--- src/rtl/rdw_pkg.sv ---
package rdw_pkg;

    typedef enum logic [1:0] {
        MODE_LINEAR_A = 2'd0,
        MODE_LINEAR_B = 2'd1,
        MODE_RING_VEC = 2'd2,
        MODE_RING_GFX = 2'd3
    } ring_mode_e;

    // consumer slots in the one-hot select
    localparam int CONS_VEC = 0;
    localparam int CONS_GFX = 1;
    localparam int NUM_CONS = 2;

    typedef struct packed {
        logic                ring_on;
        logic [NUM_CONS-1:0] cons_sel;
    } mode_dec_t;

    function automatic mode_dec_t decode_mode(input logic [1:0] m);
        mode_dec_t d;
        d.ring_on  = 1'b0;
        d.cons_sel = '0;
        case (ring_mode_e'(m))
            MODE_RING_VEC: begin
                d.ring_on = 1'b1;
                d.cons_sel[CONS_VEC] = 1'b1;
            end
            MODE_RING_GFX: begin
                d.ring_on = 1'b1;
                d.cons_sel[CONS_GFX] = 1'b1;
            end
            default: ;
        endcase
        return d;
    endfunction

endpackage

--- src/rtl/rdw_addr_step.sv ---
module rdw_addr_step #(
    parameter int AW    = 32,
    parameter int QW    = 16,
    parameter int SHIFT = 4
) (
    input  logic [AW-1:0] cur_addr,
    input  logic [QW-1:0] qwc,
    input  logic          ring_on,
    input  logic [AW-1:0] base,
    input  logic [AW-1:0] mask,
    output logic [AW-1:0] next_addr,
    output logic          outside
);
    localparam int PAD = AW - QW;

    logic [AW-1:0] byte_len;
    logic [AW-1:0] advanced;

    always_comb begin
        byte_len  = {{PAD{1'b0}}, qwc} << SHIFT;
        advanced  = cur_addr + byte_len;
        outside   = ((cur_addr & ~mask) != base);
        next_addr = ring_on ? (base + (advanced & mask)) : advanced;
    end
endmodule

--- src/rtl/rdw_qw_accum.sv ---
module rdw_qw_accum #(
    parameter int QW    = 16,
    parameter int CW    = 32,
    parameter int NCONS = 2
) (
    input  logic             clk,
    input  logic             rst,
    input  logic             add_en,
    input  logic [QW-1:0]    add_qwc,
    input  logic             done,
    input  logic             ring_on,
    input  logic [NCONS-1:0] cons_sel,
    output logic [NCONS-1:0] take_v,
    output logic [CW-1:0]    take_cnt
);
    localparam int PAD = CW - QW;

    logic [CW-1:0] total_q;
    logic [CW-1:0] sum;
    logic          fire;

    always_comb begin
        sum  = total_q + (add_en ? {{PAD{1'b0}}, add_qwc} : '0);
        fire = done && ring_on;
    end

    always_ff @(posedge clk) begin
        if (rst) begin
            total_q  <= '0;
            take_cnt <= '0;
        end else if (fire) begin
            total_q  <= '0;
            take_cnt <= sum;
        end else begin
            total_q  <= sum;
            take_cnt <= '0;
        end
    end

    for (genvar g = 0; g < NCONS; g++) begin : g_take
        always_ff @(posedge clk) begin
            if (rst) take_v[g] <= 1'b0;
            else     take_v[g] <= fire && cons_sel[g];
        end
    end


    take_onehot_chk: assert property (@(posedge clk) disable iff (rst)
        $onehot0(take_v));


    take_cause_chk: assert property (@(posedge clk) disable iff (rst)
        (done && ring_on) |=> (take_v != '0));


    quiet_count_chk: assert property (@(posedge clk) disable iff (rst)
        (take_v == '0) |-> (take_cnt == '0));


    linear_done_chk: assert property (@(posedge clk) disable iff (rst)
        (done && !ring_on) |=> (take_v == '0));
endmodule

--- src/rtl/ring_dst_wrapper.sv ---
module ring_dst_wrapper
    import rdw_pkg::*;
#(
    parameter int ADDR_W = 32,
    parameter int QWC_W  = 16,
    parameter int CNT_W  = 32,
    parameter int QW_LOG = 4
) (
    input  logic              clk,
    input  logic              rst,
    input  logic [1:0]        ring_mode,
    input  logic [ADDR_W-1:0] ring_base,
    input  logic [ADDR_W-1:0] ring_mask,
    input  logic              load_en,
    input  logic [ADDR_W-1:0] load_addr,
    input  logic              burst_en,
    input  logic [QWC_W-1:0]  burst_qwc,
    input  logic              xfer_done,
    output logic [ADDR_W-1:0] dst_addr,
    output logic              ring_warn,
    output logic              gfx_take,
    output logic              vec_take,
    output logic [CNT_W-1:0]  take_count
);
    mode_dec_t           dec;
    logic                accept;
    logic [ADDR_W-1:0]   stepped;
    logic                outside;
    logic [NUM_CONS-1:0] take_v;

    always_comb begin
        dec    = decode_mode(ring_mode);
        accept = burst_en && !load_en;
    end

    rdw_addr_step #(.AW(ADDR_W), .QW(QWC_W), .SHIFT(QW_LOG)) step_i (
        .cur_addr (dst_addr),
        .qwc      (burst_qwc),
        .ring_on  (dec.ring_on),
        .base     (ring_base),
        .mask     (ring_mask),
        .next_addr(stepped),
        .outside  (outside)
    );

    always_ff @(posedge clk) begin
        if (rst) begin
            dst_addr  <= '0;
            ring_warn <= 1'b0;
        end else if (load_en) begin
            dst_addr  <= load_addr;
        end else if (accept) begin
            dst_addr  <= stepped;
            ring_warn <= dec.ring_on && outside;
        end
    end

    rdw_qw_accum #(.QW(QWC_W), .CW(CNT_W), .NCONS(NUM_CONS)) acc_i (
        .clk     (clk),
        .rst     (rst),
        .add_en  (accept && dec.ring_on),
        .add_qwc (burst_qwc),
        .done    (xfer_done),
        .ring_on (dec.ring_on),
        .cons_sel(dec.cons_sel),
        .take_v  (take_v),
        .take_cnt(take_count)
    );

    always_comb begin
        gfx_take = take_v[CONS_GFX];
        vec_take = take_v[CONS_VEC];
    end


    load_addr_chk: assert property (@(posedge clk) disable iff (rst)
        load_en |=> (dst_addr == $past(load_addr)));


    linear_warn_chk: assert property (@(posedge clk) disable iff (rst)
        (accept && !ring_mode[1]) |=> !ring_warn);


    warn_hold_chk: assert property (@(posedge clk) disable iff (rst)
        (!burst_en || load_en) |=> $stable(ring_warn));


    linear_step_chk: assert property (@(posedge clk) disable iff (rst)
        (accept && !ring_mode[1]) |=>
        (dst_addr == $past(dst_addr) + ({{(ADDR_W-QWC_W){1'b0}}, $past(burst_qwc)} << QW_LOG)));


    ring_inside_chk: assert property (@(posedge clk) disable iff (rst)
        (accept && ring_mode[1]) |=> ((dst_addr & ~$past(ring_mask)) == $past(ring_base)));


    gfx_sel_chk: assert property (@(posedge clk) disable iff (rst)
        gfx_take |-> ($past(ring_mode) == 2'd3));
endmodule

--- config.mk ---
export PLATFORM = sky130hd
export DESIGN_NAME = ring_dst_wrapper
export DESIGN_NICKNAME = d
export VERILOG_FILES = /design/src/rtl/rdw_pkg.sv /design/src/rtl/rdw_addr_step.sv /design/src/rtl/rdw_qw_accum.sv /design/src/rtl/ring_dst_wrapper.sv
export SDC_FILE = /design/constraint.sdc
export NUM_CORES = 1
export LEC_CHECK = 0
export BUFFER_PORTS_ARGS = -buffer_cell sky130_fd_sc_hd__buf_2
export CORE_UTILIZATION = 35
export DETAILED_ROUTE_END_ITERATION = 12
export SLEW_MARGIN = 20
export SYNTH_ARGS = -nofsm -noshare
export SYNTH_HDL_FRONTEND = slang
export SYNTH_SLANG_ARGS = --single-unit
export TNS_END_PERCENT = 1
--- constraint.sdc ---
create_clock -name clk -period 4.45 [get_ports clk]
set_input_delay 0.6675 -clock clk [delete_from_list [all_inputs] [get_ports clk]]
set_output_delay 0.6675 -clock clk [all_outputs]
set_load 0.02 [all_outputs]
Word-level counts from Yosys, hierarchy flattened
Index checks and enable logic that the tools add are counted.
{"block": "word_totals", "elab_cells": 36, "output_inout_bits": 67, "reg_bits": 99, "in_bits": 119}
{"block": "classes", "reduce_logical": 12, "eq_ne": 3, "muxes": 7, "bitwise_logic": 5, "n_addsub": 3}
{"op": "2-to-1 mux 32 bit", "n": 3}
{"op": "adder 32 bit", "n": 2}
{"op": "AND 32 bit", "n": 2}
{"op": "adder 32 x 20 -> 32 bit", "n": 1}
{"op": "!= test 32 bit", "n": 1}
{"op": "inverter 32 bit", "n": 1}
{"op": "2-to-1 mux 16 bit", "n": 1}
{"op": "logical AND 1 bit", "n": 6}
{"op": "OR reduction 2 bit", "n": 3}
{"op": "equality test 2 bit, second input constant", "n": 2}
{"op": "2-to-1 mux 1 bit", "n": 3}
{"op": "inverter 1 bit", "n": 2}
{"op": "AND reduction 2 bit", "n": 1}
{"op": "nonzero test 2 bit", "n": 1}
{"op": "zero test 1 bit", "n": 1}

Depth between registers and ports, before layout
{"block": "depth", "ltp_word": 6, "depth_mapped": 22, "ltp_nobuf": 21}

Cells and area by module
A second synthesis with hierarchy kept.
{"block": "hier_totals", "hier_cells": 1007, "area_unflattened_um2": 8536.9}
{"module": "rdw_addr_step", "cells_each": 502, "area_per_inst_um2": 3574.7, "n_inst": 1}
{"module": "rdw_qw_accum", "cells_each": 356, "area_per_inst_um2": 3235.6, "n_inst": 1}
{"module": "ring_dst_wrapper", "cells_each": 149, "area_per_inst_um2": 1726.7, "n_inst": 1}

Worst setup path after synthesis
No wires, ideal clock.
{"block": "synth_path", "kind": "input port to flip-flop", "from": "in burst_qwc[0]", "to": "reg dst_addr[31]", "cell_stages": 21, "required_time_ps": 4328, "slack_ps": -274, "t_arrival_ps": 4602, "n_path_buf": 1, "setup_time_ps": 122, "path_cell_list": "ha_1 fa_1 a21oi_1 o221ai_1 a21oi_1 o21bai_1 a21oi_1 o21bai_1 a21oi_1 xnor2_1 and2_1 ha_1 clkbuf_1 a21o_1 a41o_1 a211oi_2 a31o_2 o221ai_2 a221oi_2 mux2i_1 a221o_1"}
{"block": "synth_between", "elab_chain_len": 6}
{"element": "from (decl)", "line": "ring_dst_wrapper.sv:17", "rtl": "input logic [QWC_W-1:0] burst_qwc,"}
{"element": "adder 32 x 20 -> 32 bit (*)", "line": "rdw_addr_step.sv:21", "rtl": "advanced = cur_addr + byte_len;"}
{"element": "AND 32 bit", "line": "rdw_addr_step.sv:23", "rtl": "next_addr = ring_on ? (base + (advanced & mask)) : advanced;"}
{"element": "adder 32 bit", "line": "rdw_addr_step.sv:23"}
{"element": "2-to-1 mux 32 bit (*)", "line": "rdw_addr_step.sv:23"}
{"element": "2-to-1 mux 32 bit (*)", "line": "ring_dst_wrapper.sv:52", "rtl": "end else if (accept) begin"}
{"element": "2-to-1 mux 32 bit (*)", "line": "ring_dst_wrapper.sv:50", "rtl": "end else if (load_en) begin"}
{"element": "to (signal assigned)", "line": "ring_dst_wrapper.sv:51", "rtl": "dst_addr <= load_addr;"}
{"element": "to (signal assigned)", "line": "ring_dst_wrapper.sv:53", "rtl": "dst_addr <= stepped;"}
{"element": "to (decl)", "line": "ring_dst_wrapper.sv:19", "rtl": "output logic [ADDR_W-1:0] dst_addr,"}
Mark *: on every way between the ends. The rest lies on a longest branch, timed or not. The select of a mux whose other input is x is not followed.
A chain may end at the register's enable or synchronous reset.

Worst setup path in the final report
Ends and elaborated chain as after synthesis.

==> impl_metrics.py <==
metrics = {
    "run_status": {
        "status": "complete, no violations",
    },
    "worst_hold_path": {
        "worst_hold_path.num_cells": 2,
        "worstHoldEndpoint": "acc_i.take_v[0]$_SDFF_PP0_",
        "min_path_type": "input port to register",
        "min_from": "ring_mode[0]",
    },
    "routing": {
        "wire_per_inst_um": 17.1,
        "via_count": 8262,
        "drt_wl_total_um": 26900,
        "route.detailed.drc": 0,
        "ant_nets": 0,
        "firstDrtPassIters": 5,
        "initialDrtViolationCount": 479,
        "vias_per_cell": 5.26,
    },
    "setup_path": {
        "critPathKind": "input port to register",
        "r2r_slack_ps": 150,
        "worst-endpoint-arrival_ps": 4600,
        "crit_chain": "buf_8 -> ha_4 -> fa_2 -> a21oi_4 -> o221ai_2 -> a21oi_2 -> o21bai_1 -> a21oi_2 -> o21bai_1 -> a21oi_1 -> xnor2_1 -> and2_4 -> ha_4 -> a21o_1 -> a41o_1 -> a211oi_2 -> a31o_2 -> o221ai_2 -> a221oi_2 -> mux2i_1 -> a221o_1",
        "reg2regPathDepth": 20,
        "start_kind": "input port",
        "r2r-start": "dst_addr[4]$_SDFFE_PP0P_",
        "worst_setup_path_end_kind": "register",
        "max_stage_delay_ps": 420,
        "critPathLaunch": "burst_qwc[0]",
        "cp_max_fo": 4,
        "cp.required_ps": 4720,
        "cp_slowest_cell": "fa_2",
        "r2r_end": "dst_addr[31]$_SDFFE_PP0P_",
    },
    "clock_tree": {
        "cts_tree": "yes",
        "clock_tree.buffer_depth": 2,
        "clock_sinks": 99,
        "htreeDepth": 3,
        "ctsRootBufferMaster": "clkbuf_16",
        "clkTransAtPathRegs_ps": 90,
        "cts_made_buffers": 9,
        "worstSkewPairLatency_ps": 370,
        "hold_buffers": 0,
    },
    "synth": {
        "synth_mux_area_frac": 0.0154,
        "synth_top_area_frac": 0.252,
        "ys_warn_count": 0,
        "synth_fa_ha_area_frac": 0.108,
        "synth_compound_area_frac": 0.217,
        "yosys.area.top_type": "dfxtp_1",
        "netlist_instances": 1007,
        "synth.cell_area_mm2": 0.00786,
        "synth.avg_cell_area_um2": 7.80,
        "synth_seq_cells": 99,
        "synth_nets": 1192,
        "yosysUniqueCellTypes": 71,
        "synth-xor-area-share": 0.119,
        "synth-simple-area-share": 0.257,
        "synthArstFlopShare": 0,
        "ys.flop_type": "dfxtp_1",
        "synth_top_family_by_area": "simple AND/OR/NAND/NOR gates",
        "synthTopCellsByArea": "dfxtp_1 25%, ha_1 10%, xnor2_1 8.5%",
        "synth_edf_count": 0,
        "synth_seq_area_share": 0.252,
    },
    "die": {
        "start_util": 0.359,
        "dieArea_mm2": 0.0231,
        "dieWidth_um": 152,
        "die_y_um": 152,
        "io_pins": 186,
        "rows": 54,
        "core_area_mm2": 0.0219,
    },
    "global_routing": {
        "grt_pass1_vias": 7853,
        "grt_usage": 0.228,
        "antenna_found_initial": 2,
        "grt_pass1_wl_um": 41900,
        "grt_max_degree": 60,
        "grt-ovfl-total": 0,
    },
    "sta": {
        "worst_pin_slew_ps": 698,
        "hold_ws_ps": 465,
        "hold_viol_final": 0,
        "fin_crit_sh": 0.975,
        "fin_skew_ps": 14.7,
        "fmax_mhz": 231,
        "fin_crit_ps": 4340,
        "slew_violations": 0,
        "finalSetupViolCount": 0,
        "grt_setup_unrepaired": "true",
        "relSlewSlack": 0.534,
    },
    "flow_run": {
        "drv_cap": 0,
    },
    "final_layout": {
        "finish.net_count": 1469,
        "stdcell_area_mm2": 0.0104,
        "final_cell_mix": "184 x buf_2, 120 x nor2_1, 117 x buf_4, 99 x dfxtp_1",
        "drive_gt1_frac": 0.287,
        "final_common_cell": "buf_2",
        "synthToLayoutAreaGrowth_pct": 31.8,
    },
    "placement": {
        "placed_area_mm2": 0.00986,
        "gp_congestion": 0.948,
        "dp_hpwl_um": 21500,
        "port_buffers": 185,
    },
    "power": {
        "ir_drop_mv": 0.221,
        "power.leakage_nw": 4.89,
        "power_mw": 2.93,
        "power_density_mw_per_mm2": 283,
    },
}
==> where the power goes <==
part           internal, mW  switching [mW]
Clock                 0.408           0.428
Combinational         0.544           0.602
Sequential            0.917          0.0339
Total                  1.87            1.06
==> critical path, delay by kind of cell <==
family | cells | cell delay, ps
AOI/OAI and AO/OA | 14 | 2630
xor gates and xnor gates | 1 | 150
adders and majority gates | 3 | 780
buffers and inverters | 1 | 100
muxes | 1 | 110
and+or+nand+nor | 1 | 180
==> through the flow <==
stage | TNS [ps] | std cells | utilization | setup slack (ps)
2_1_floorplan | -127 | 1007 | - | -127
3_3_place_gp | -3050 | 1549 | 0.450 | -354
3_5_place_dp | -3380 | 1549 | 0.450 | -417
4_1_cts | 0 | 1566 | 0.465 | 0.899
5_1_grt | -483 | 1569 | 0.473 | -135
6_report | 0 | 1570 | 0.473 | 113
==> sequential cells by signal, indices dropped and copies added, names as in the netlist <==
| signal | cells |
|---|---|
| acc_i.take_v | 2 |
| dst_addr | 32 |
| ring_warn | 1 |
| acc_i.take_cnt | 32 |
| acc_i.total_q | 32 |
==> metal layers <==
layer  GRT usage  vias up  wire length (µm)
met5           0        -                 9
met2       0.357      276             12000
met4      0.0695        2               609
met1       0.315     3822             12600
met3      0.0459       36              1750
li1            -     4126                 -
==> area by class of cell <==
class                      count  area [µm²]
antenna                        1        2.50
fill                        2213       11500
inverter                      29         109
clock buffer                   9         225
multi-input combinational    843        5790
tap                          280         350
sequential                    99        1980
clock inverter                 7        83.8
timing repair buffer         302        1810
==> worst max-delay path by stage <==
stage	end	cells past startpoint
finish	dst_addr[31]$_SDFFE_PP0P_	21
global route	dst_addr[31]$_SDFFE_PP0P_	21
CTS	dst_addr[31]$_SDFFE_PP0P_	21
detailed placement	dst_addr[31]$_SDFFE_PP0P_	21
global placement	dst_addr[31]$_SDFFE_PP0P_	21
floorplan	dst_addr[31]$_SDFFE_PP0P_	21
==> synth_stat cells (10+ instances only) <==
master / instances
nor3_1: 18
and3_1: 18
dfxtp_1: 99
clkbuf_1: 31
mux2i_1: 11
a211oi_1: 14
nor2b_1: 39
xor2_1: 31
a21o_1: 24
a31oi_1: 15
nor2_1: 123
xnor2_1: 76
inv_1: 29
nand2_1: 75
o21bai_1: 10
o21ai_0: 38
a21oi_1: 67
and2_1: 51
ha_1: 63
nand3_1: 25
nand4_1: 23
==> cells by family after synthesis <==
logic type | count (synthesis)
AND/OR/NAND/NOR | 407
flip-flops | 99
XOR/XNOR | 107
buffers and inverters | 65
multiplexers | 12
adder cells (fa/ha/maj) | 66
AO/OA/AOI/OAI | 251
==> timing repair <==
action / CTS / global route
hold endpoints to repair: 0 / 0
buffers inserted: 1 / 3
pin swaps: 1 / 24
gates resized for setup: 2 / 34
endpoints found under the setup margin: 1 / 12
Note: power is estimated with default switching activity, not from simulation.
